File: src/rtl/vcnt_pkg.sv
`timescale 1ns/1ps
package vcnt_pkg;

    localparam int OP_W     = 3;
    localparam int REG_W    = 4;
    localparam int MASK_W   = OP_W;
    localparam int FLAG_W   = MASK_W + 1;
    localparam int FLAG_DBG = MASK_W;

    typedef enum logic [OP_W-1:0] {
        CMD_START_SEL = 3'd0,
        CMD_START_DBG = 3'd1,
        CMD_STOP_SEL  = 3'd2,
        CMD_STOP_DBG  = 3'd3
    } cmd_e;

    typedef struct packed {
        logic [FLAG_W-1:0] set_mask;
        logic [FLAG_W-1:0] clr_mask;
        logic              legal;
    } cmd_dec_t;

    typedef struct packed {
        logic accept_wr;
        logic refuse;
    } access_t;

endpackage

File: src/rtl/vcnt_cmd_dec.sv
`timescale 1ns/1ps
module vcnt_cmd_dec
    import vcnt_pkg::*;
#(
    parameter int P_OP_W   = OP_W,
    parameter int P_MASK_W = MASK_W
) (
    input  logic [P_OP_W-1:0] cmd_i,
    input  logic [P_OP_W-1:0] sel_i,
    output cmd_dec_t          dec_o
);

    localparam int LP_FLAGS = P_MASK_W + 1;

    logic start_sel, stop_sel, start_dbg, stop_dbg;
    logic [LP_FLAGS-1:0] set_v, clr_v;

    always_comb begin
        start_sel = (cmd_i == CMD_START_SEL);
        stop_sel  = (cmd_i == CMD_STOP_SEL);
        start_dbg = (cmd_i == CMD_START_DBG);
        stop_dbg  = (cmd_i == CMD_STOP_DBG);
    end

    for (genvar g = 0; g < P_MASK_W; g++) begin : g_sel
        assign set_v[g] = start_sel & sel_i[g];
        assign clr_v[g] = stop_sel  & sel_i[g];
    end

    assign set_v[P_MASK_W] = start_dbg;
    assign clr_v[P_MASK_W] = stop_dbg;

    always_comb begin
        dec_o.set_mask = set_v;
        dec_o.clr_mask = clr_v;
        dec_o.legal    = start_sel | stop_sel | start_dbg | stop_dbg;
    end

endmodule

File: src/rtl/vcnt_access_chk.sv
`timescale 1ns/1ps
module vcnt_access_chk
    import vcnt_pkg::*;
(
    input  logic    wr_i,
    input  logic    rd_i,
    input  logic    hit_i,
    input  logic    secure_i,
    input  logic    priv_i,
    input  logic    val_en_i,
    input  logic    lock_i,
    input  logic    cmd_legal_i,
    output access_t acc_o
);

    logic sec_priv;
    logic wr_denied;
    logic rd_denied;

    always_comb begin
        sec_priv  = secure_i & priv_i;
        // Secure privileged writes answer only to the lockout; every other
        // state answers only to the validation-enable bit.
        wr_denied = sec_priv ? lock_i : ~val_en_i;
        rd_denied = ~sec_priv & ~val_en_i;

        acc_o.accept_wr = 1'b0;
        acc_o.refuse    = 1'b0;
        if (hit_i) begin
            if (wr_i) begin
                acc_o.accept_wr = ~wr_denied & cmd_legal_i;
                acc_o.refuse    = wr_denied | ~cmd_legal_i;
            end else if (rd_i) begin
                acc_o.refuse    = rd_denied;
            end
        end
    end

endmodule

File: src/rtl/vcnt_run_ctrl.sv
`timescale 1ns/1ps
module vcnt_run_ctrl
    import vcnt_pkg::*;
#(
    parameter int DATA_W  = 32,
    parameter int PRI_SEL = 15,
    parameter int SEC_SEL = 13
) (
    input  logic              clk,
    input  logic              rst,
    input  logic              wr_en_i,
    input  logic              rd_en_i,
    input  logic [OP_W-1:0]   op_cmd_i,
    input  logic [OP_W-1:0]   op_sel_i,
    input  logic [REG_W-1:0]  reg_pri_i,
    input  logic [REG_W-1:0]  reg_sec_i,
    input  logic              secure_i,
    input  logic              priv_i,
    input  logic              val_en_i,
    input  logic              sec_lock_i,
    output logic [FLAG_W-1:0] run_o,
    output logic              undef_o,
    output logic [DATA_W-1:0] rdata_o
);

    typedef struct packed {
        logic [FLAG_W-1:0] run;
    } state_t;

    state_t   st_d, st_q;
    cmd_dec_t dec;
    access_t  acc;
    logic     hit;

    assign hit = (reg_pri_i == REG_W'(PRI_SEL)) && (reg_sec_i == REG_W'(SEC_SEL));

    vcnt_cmd_dec #(
        .P_OP_W   (OP_W),
        .P_MASK_W (MASK_W)
    ) u_dec (
        .cmd_i (op_cmd_i),
        .sel_i (op_sel_i),
        .dec_o (dec)
    );

    vcnt_access_chk u_acc (
        .wr_i        (wr_en_i),
        .rd_i        (rd_en_i),
        .hit_i       (hit),
        .secure_i    (secure_i),
        .priv_i      (priv_i),
        .val_en_i    (val_en_i),
        .lock_i      (sec_lock_i),
        .cmd_legal_i (dec.legal),
        .acc_o       (acc)
    );

    always_comb begin
        st_d = st_q;
        if (acc.accept_wr) begin
            st_d.run = (st_q.run | dec.set_mask) & ~dec.clr_mask;
        end
    end

    always_ff @(posedge clk) begin
        if (rst) begin
            st_q <= '0;
        end else begin
            st_q <= st_d;
        end
    end

    assign run_o   = st_q.run;
    assign undef_o = acc.refuse & ~rst;
    assign rdata_o = '0;

    // an exception pulse needs a strobe in the same cycle
    a_r12_pulse_needs_strobe: assert property (@(posedge clk) disable iff (rst)
        undef_o |-> (wr_en_i || rd_en_i));

    // a lone read leaves the flags alone
    a_r9_read_keeps_flags: assert property (@(posedge clk) disable iff (rst)
        (rd_en_i && !wr_en_i) |=> $stable(run_o));

    // read data is always zero
    a_r9_rdata_zero: assert property (@(posedge clk) disable iff (rst)
        rdata_o == '0);

    // a locked secure privileged write is refused
    a_r6_lock_refuses: assert property (@(posedge clk) disable iff (rst)
        (wr_en_i && hit && secure_i && priv_i && sec_lock_i) |-> undef_o);

    // a refused write leaves the flags alone
    a_r6_refused_keeps_flags: assert property (@(posedge clk) disable iff (rst)
        (wr_en_i && undef_o) |=> $stable(run_o));

    // gated states without the enable bit are refused
    a_r7_gated_refused: assert property (@(posedge clk) disable iff (rst)
        ((wr_en_i || rd_en_i) && hit && !(secure_i && priv_i) && !val_en_i) |-> undef_o);

    // unaddressed writes change nothing and raise nothing
    a_r5_unaddressed_quiet: assert property (@(posedge clk) disable iff (rst)
        (wr_en_i && !hit) |-> (!undef_o ##1 $stable(run_o)));

    // commands above 3 are refused
    a_r10_bad_cmd_refused: assert property (@(posedge clk) disable iff (rst)
        (wr_en_i && hit && op_cmd_i[2]) |-> undef_o);

    // flags are zero the cycle after reset
    a_r1_reset_clears: assert property (@(posedge clk)
        rst |=> (run_o == '0));

endmodule

File: config.mk
export PLATFORM = sky130hd
export DESIGN_NAME = vcnt_run_ctrl
export DESIGN_NICKNAME = d
export VERILOG_FILES = /design/src/rtl/vcnt_pkg.sv /design/src/rtl/vcnt_cmd_dec.sv /design/src/rtl/vcnt_access_chk.sv /design/src/rtl/vcnt_run_ctrl.sv
export SDC_FILE = /design/constraint.sdc
export NUM_CORES = 1
export LEC_CHECK = 0
export BUFFER_PORTS_ARGS = -buffer_cell sky130_fd_sc_hd__buf_4
export CAP_MARGIN = 20
export CORE_MARGIN = 5
export CORE_UTILIZATION = 34
export CTS_BUF_LIST = sky130_fd_sc_hd__clkbuf_8 sky130_fd_sc_hd__clkbuf_16
export DETAILED_ROUTE_END_ITERATION = 7
export PLACE_DENSITY_LB_ADDON = 0.08
export SETUP_SLACK_MARGIN = 0.02
export SYNTH_ARGS = -nofsm -noshare
export SYNTH_HDL_FRONTEND = slang
export SYNTH_SLANG_ARGS = --single-unit
File: constraint.sdc
create_clock -name clk -period 2.4 [get_ports clk]
set_input_delay 0.24 -clock clk [delete_from_list [all_inputs] [get_ports clk]]
set_output_delay 0.24 -clock clk [all_outputs]
set_load 0.005 [all_outputs]
# Word level (Yosys, flattened, before mapping)
# Index checks and enable logic that the tools add are counted.
[classes] eq_ne=5 bitwise_logic=22 mux=5 n_reduce_logical=2
[op_table] cell="$and 1x1->1" count=10
[op_table] cell="$eq 4x4->1 const B" count=2
[op_table] cell="$eq 3x2->1 const B" count=2
[op_table] cell="$not 1->1" count=5
[op_table] cell="$and 4x4->4" count=1
[op_table] cell="$mux 1" count=4
[op_table] cell="$not 4->4" count=1
[op_table] cell="$or 1x1->1" count=4
[op_table] cell="$or 4x4->4" count=1
[op_table] cell="$eq 3x1->1 const B" count=1
[op_table] cell="$logic_not 3->1" count=1
[op_table] cell="$mux 2" count=1
[op_table] cell="$logic_and 1x1->1" count=1
[word_totals] ff_bits=4 output_inout_bits=37

# Longest topological paths before layout
[depth] depth_word=9 ltp_mapped=4

# Modules after synthesis
# From an unflattened synthesis, not the netlist that was laid out.
[unflattened] hier_cells=70 hier_area_um2=575.6
[modules_own_cells] module="vcnt_run_ctrl" instances=1 seq_area_each_um2=80.1 area_each_um2=417.9 cells_each=50
[modules_own_cells] module="vcnt_cmd_dec" instances=1 seq_area_each_um2=0.0 area_each_um2=100.1 cells_each=11
[modules_own_cells] module="vcnt_access_chk" instances=1 seq_area_each_um2=0.0 area_each_um2=57.6 cells_each=9

# Worst setup path before layout
# Ideal clock, no wire load.
[synth_timing] path_kind="input-to-output" start="in secure_i" end="out undef_o" path_stages=3 arrival_time_ps=975 path_buffers=0 path_slack_ps=1185 required_time_ps=2160 cell_sequence="a21oi_1 and4bb_4 nor4b_1"
[synth_between] elab_chain_cells=7
[synth_lines] element="start, declared" line="vcnt_run_ctrl.sv:17" source="input logic secure_i,"
[synth_lines] element="$and 1x1->1 (*)" line="vcnt_access_chk.sv:21" source="sec_priv = secure_i & priv_i;"
[synth_lines] element="$not 1->1" line="vcnt_access_chk.sv:25" source="rd_denied = ~sec_priv & ~val_en_i;"
[synth_lines] element="$and 1x1->1" line="vcnt_access_chk.sv:25"
[synth_lines] element="$mux 1" line="vcnt_access_chk.sv:33" source="end else if (rd_i) begin"
[synth_lines] element="$mux 1 (*)" line="vcnt_access_chk.sv:30" source="if (wr_i) begin"
[synth_lines] element="$mux 2 (*)" line="vcnt_access_chk.sv:29" source="if (hit_i) begin"
[synth_lines] element="$and 1x1->1 (*)" line="vcnt_run_ctrl.sv:74" source="assign undef_o = acc.refuse & ~rst;"
[synth_lines] element="end, declared" line="vcnt_run_ctrl.sv:22" source="output logic undef_o,"
# Mark *: on every way between the ends. The rest lies on a longest branch, timed or not.

# Final worst setup path
# Same ends and word-level chain as after synthesis.

==> results.txt <==
- Count of hold-fix buffers inserted at cts: 0
* Number of max-cap violations: 0
- Area occupied by registers: about 80 um^2
- DR DRC count: 0
- Yosys attributes the largest share of cell area to sky130_fd_sc_hd__buf_4, sky130_fd_sc_hd__dfxtp_1, sky130_fd_sc_hd__mux2i_1.
* CTS tree: yes
- In this run the tool buffered the top-level ports with 26 buffer cells.
- Leakage power: 0.341 nW
- The number of cells on the worst reg-to-reg path is 2.
- Measured on the finished design, the core utilization comes to 0.466.
- For this run, the post-layout net count is between 100 and 150.
- Leading cell type in the layout, fill and taps excluded: sky130_fd_sc_hd__conb_1
- Netlist area before placement: 490 um^2
- Global-route usage over all layers: 0.0822
* Required time at the endpoint of the critical path: approximately 2200 ps
* Die Width: roughly 48 um
- Fraction of the cycle the final worst path needs: 0.605
* Synth warn: 0
- Dividing the detail-routed via count by the number of cells gives roughly 3.8.
- Maximum clock rate: between 600 and 700 MHz
* Htree depth: 1
- Worst-case clock skew: 0 ps
* Outcome: complete, no violations
- sky130_fd_sc_hd__buf_4 takes more of the synthesized area than any other cell.
* Per-cell routed wire length: about 10 um
* Number of placed I/O pins: 59
- Number of antenna violations at the first check in global routing: 0
* Area of the multi-input gates: around 290 um^2
* Register bit count reported by yosys: 4
- Final number of setup-violating endpoints: 0
- The worst hold path begins at rst.
- STA classifies the critical path startpoint as an input port.
* Total of cells resized after clock tree synthesis: 0
- The initial utilization of the core area, before any placement, comes to 0.368.
* Clock Tree Buf Depth: 2
* Total design power: approximately 0.26 mW
- Initial detailed-routing violation count: 1
- The final hold violation count was 0.
* Worst hold endpoint: run_o[3]
- The final count of pins violating max slew is 0.
* Cells along the critical path: buf_4 > a21oi_1 > and4bb_4 > nor4b_1 > buf_4
* Number of sinks handled by clock tree synthesis: 4
* Largest register FFs: 4
* Insertion delay to the later sink of the worst-skew pair: 220 ps
* Row Count: 13
* DP HPWL: approximately 950 um
- The min-delay analysis places its worst path in the category input port to register.
- Postcts setup bufs: 0
- Filler cell count in the final layout: 140
- Library cell contributing the largest single delay on the critical path: sky130_fd_sc_hd__nor4b_1
* Instance count along the most critical hold path: 2
- The smallest clock period supported by the final layout is computed as between 1000 and 1500 ps.
- Die area: ~0.0023 mm^2
- Setup repair after global routing left no endpoint under its margin.
- Adding up every negative setup slack in the final design gives 0 ps.
- Last weighted congestion value of the routability-driven placer: roughly 0.66
- Power spread over the standard cell area amounts to between 400 and 500 mW/mm^2.
- The number of antenna diodes in the final layout is 0.
* Maximum number of pins on one net before global-route repair: 7
* Leading cell types in the layout, fill and taps excluded: sky130_fd_sc_hd__conb_1, sky130_fd_sc_hd__buf_4, sky130_fd_sc_hd__nand4_1, sky130_fd_sc_hd__dfxtp_1
- TritonCTS created 3 clock buffers.
* Worst-case register-to-register setup slack: between 1500 and 2000 ps
* Clk pin slew, worst setup/hold paths: ~30 ps
- Before antenna repair, the detailed router went through 3 iterations.
* Global-route wire length before repair: about 1300 um
* Maximum fanout encountered on the critical timing path: 6
* Number of nets with antenna violations after routing: 0
- Number of global-route vias before repair: approximately 360
- The worst setup path is captured at an output pin.
- Counting every instance in the synthesized netlist gives 60.
* Worst R2R End: run_o[3]
- Area of the core: between 0.001 and 0.0015 mm^2
* Vias: 395
* Largest vdd supply drop: ~0.33 mV
- Share of the synthesized area in the top cell type: 0.490
- Wires add up to 1030 um.
- CP arrival: 1210 ps
- In the final layout, the share of cells above drive strength 1 is 0.364.
- Mean instance size in the synthesized netlist: about 8.2 um^2
- Leftover overflow at the end of global routing: 0
- Relative to the synthesized area, the layout overhead comes to 26.8%.
- Sequential share of the synthesized area: 0.163
* Worst Setup Path Type: input port to output pin
- Number of placed cells counting well taps: 100
- Unique masters post-synth: 17
* Vert. Die Dim: around 48 um
- Clock Root Buffer: sky130_fd_sc_hd__clkbuf_8
- Filler-free cell count of the finished design: between 100 and 150
- In this run the critical register-to-register path is launched from run_o[3].
- On the worst path, the slowest cell contributes a delay of 280 ps.
- By instance count, the cell type seen most on the critical path is sky130_fd_sc_hd__buf_4.
[layer usage]
| layer | part of all wire | GRT usage |
|---|---|---|
| met5 | 0 | 0 |
| met4 | 0 | 0.0484 |
| met3 | 0.11 | 0.0338 |
| met2 | 0.57 | 0.142 |
| met1 | 0.31 | 0.0813 |
[cell families (layout without fill, tap and decap cells)]
kind of cell    Yosys count  after routing  share of synthesized area
buf+inv                  32             29                      0.490
simple gates             17             17                      0.245
flops                     4              4                      0.163
compound gates            3              3                     0.0332
mux                       3              3                     0.0612
other cells               1             32                    0.00765
[per-stage QoR]
step           area, um^2  worst slack [ps]  hold slack [ps]
6_report              622               947              224
3_3_place_gp          581               919              451
4_1_cts               622               926              219
5_1_grt               622               845              228
3_5_place_dp          581               942              449
2_1_floorplan         607              1190              310
[power breakdown]
group	switching [mW]	internal [mW]	leakage [nW]
Combinational	0.0233	0.0264	0.287
Clock	0.0342	0.107	0.0216
Sequential	0.00000337	0.0670	0.0322
Total	0.0575	0.200	0.341
[synth_stat cells]
master                     number
sky130_fd_sc_hd__and4bb_4       1
sky130_fd_sc_hd__nand2b_1       3
sky130_fd_sc_hd__dfxtp_1        4
sky130_fd_sc_hd__buf_4         32
sky130_fd_sc_hd__nand4b_1       1
sky130_fd_sc_hd__nor2_1         2
sky130_fd_sc_hd__conb_1         1
sky130_fd_sc_hd__mux2i_1        3
sky130_fd_sc_hd__nor4b_1        1
sky130_fd_sc_hd__nor3_2         1
sky130_fd_sc_hd__nand4_1        4
sky130_fd_sc_hd__a31oi_1        1
sky130_fd_sc_hd__nand3_1        1
sky130_fd_sc_hd__or2_2          1
sky130_fd_sc_hd__and4_1         1
sky130_fd_sc_hd__a21oi_1        2
sky130_fd_sc_hd__nor3_1         1
[critical path, delay by kind of cell]
kind / cells / cell delay [ps]
AO/OA/AOI/OAI: 1 / 150
buffers and inverters: 2 / 270
AND/OR/NAND/NOR: 2 / 550
[cell type report]
cell class	instances	area share
clock buffer	3	0.0664
sequential	4	0.129
timing repair buffer	26	0.314
multi-input combinational	55	0.461
tap	15	0.0302
[worst max path at each step]
| stage | from | endpoint | slack (ps) |
|---|---|---|---|
| finish | secure_i | undef_o | 950 |
| global route | secure_i | undef_o | 840 |
| CTS | secure_i | undef_o | 930 |
| detailed placement | secure_i | undef_o | 940 |
| global placement | secure_i | undef_o | 920 |
| floorplan | secure_i | undef_o | 1190 |
(Power assumes the default switching activity.)
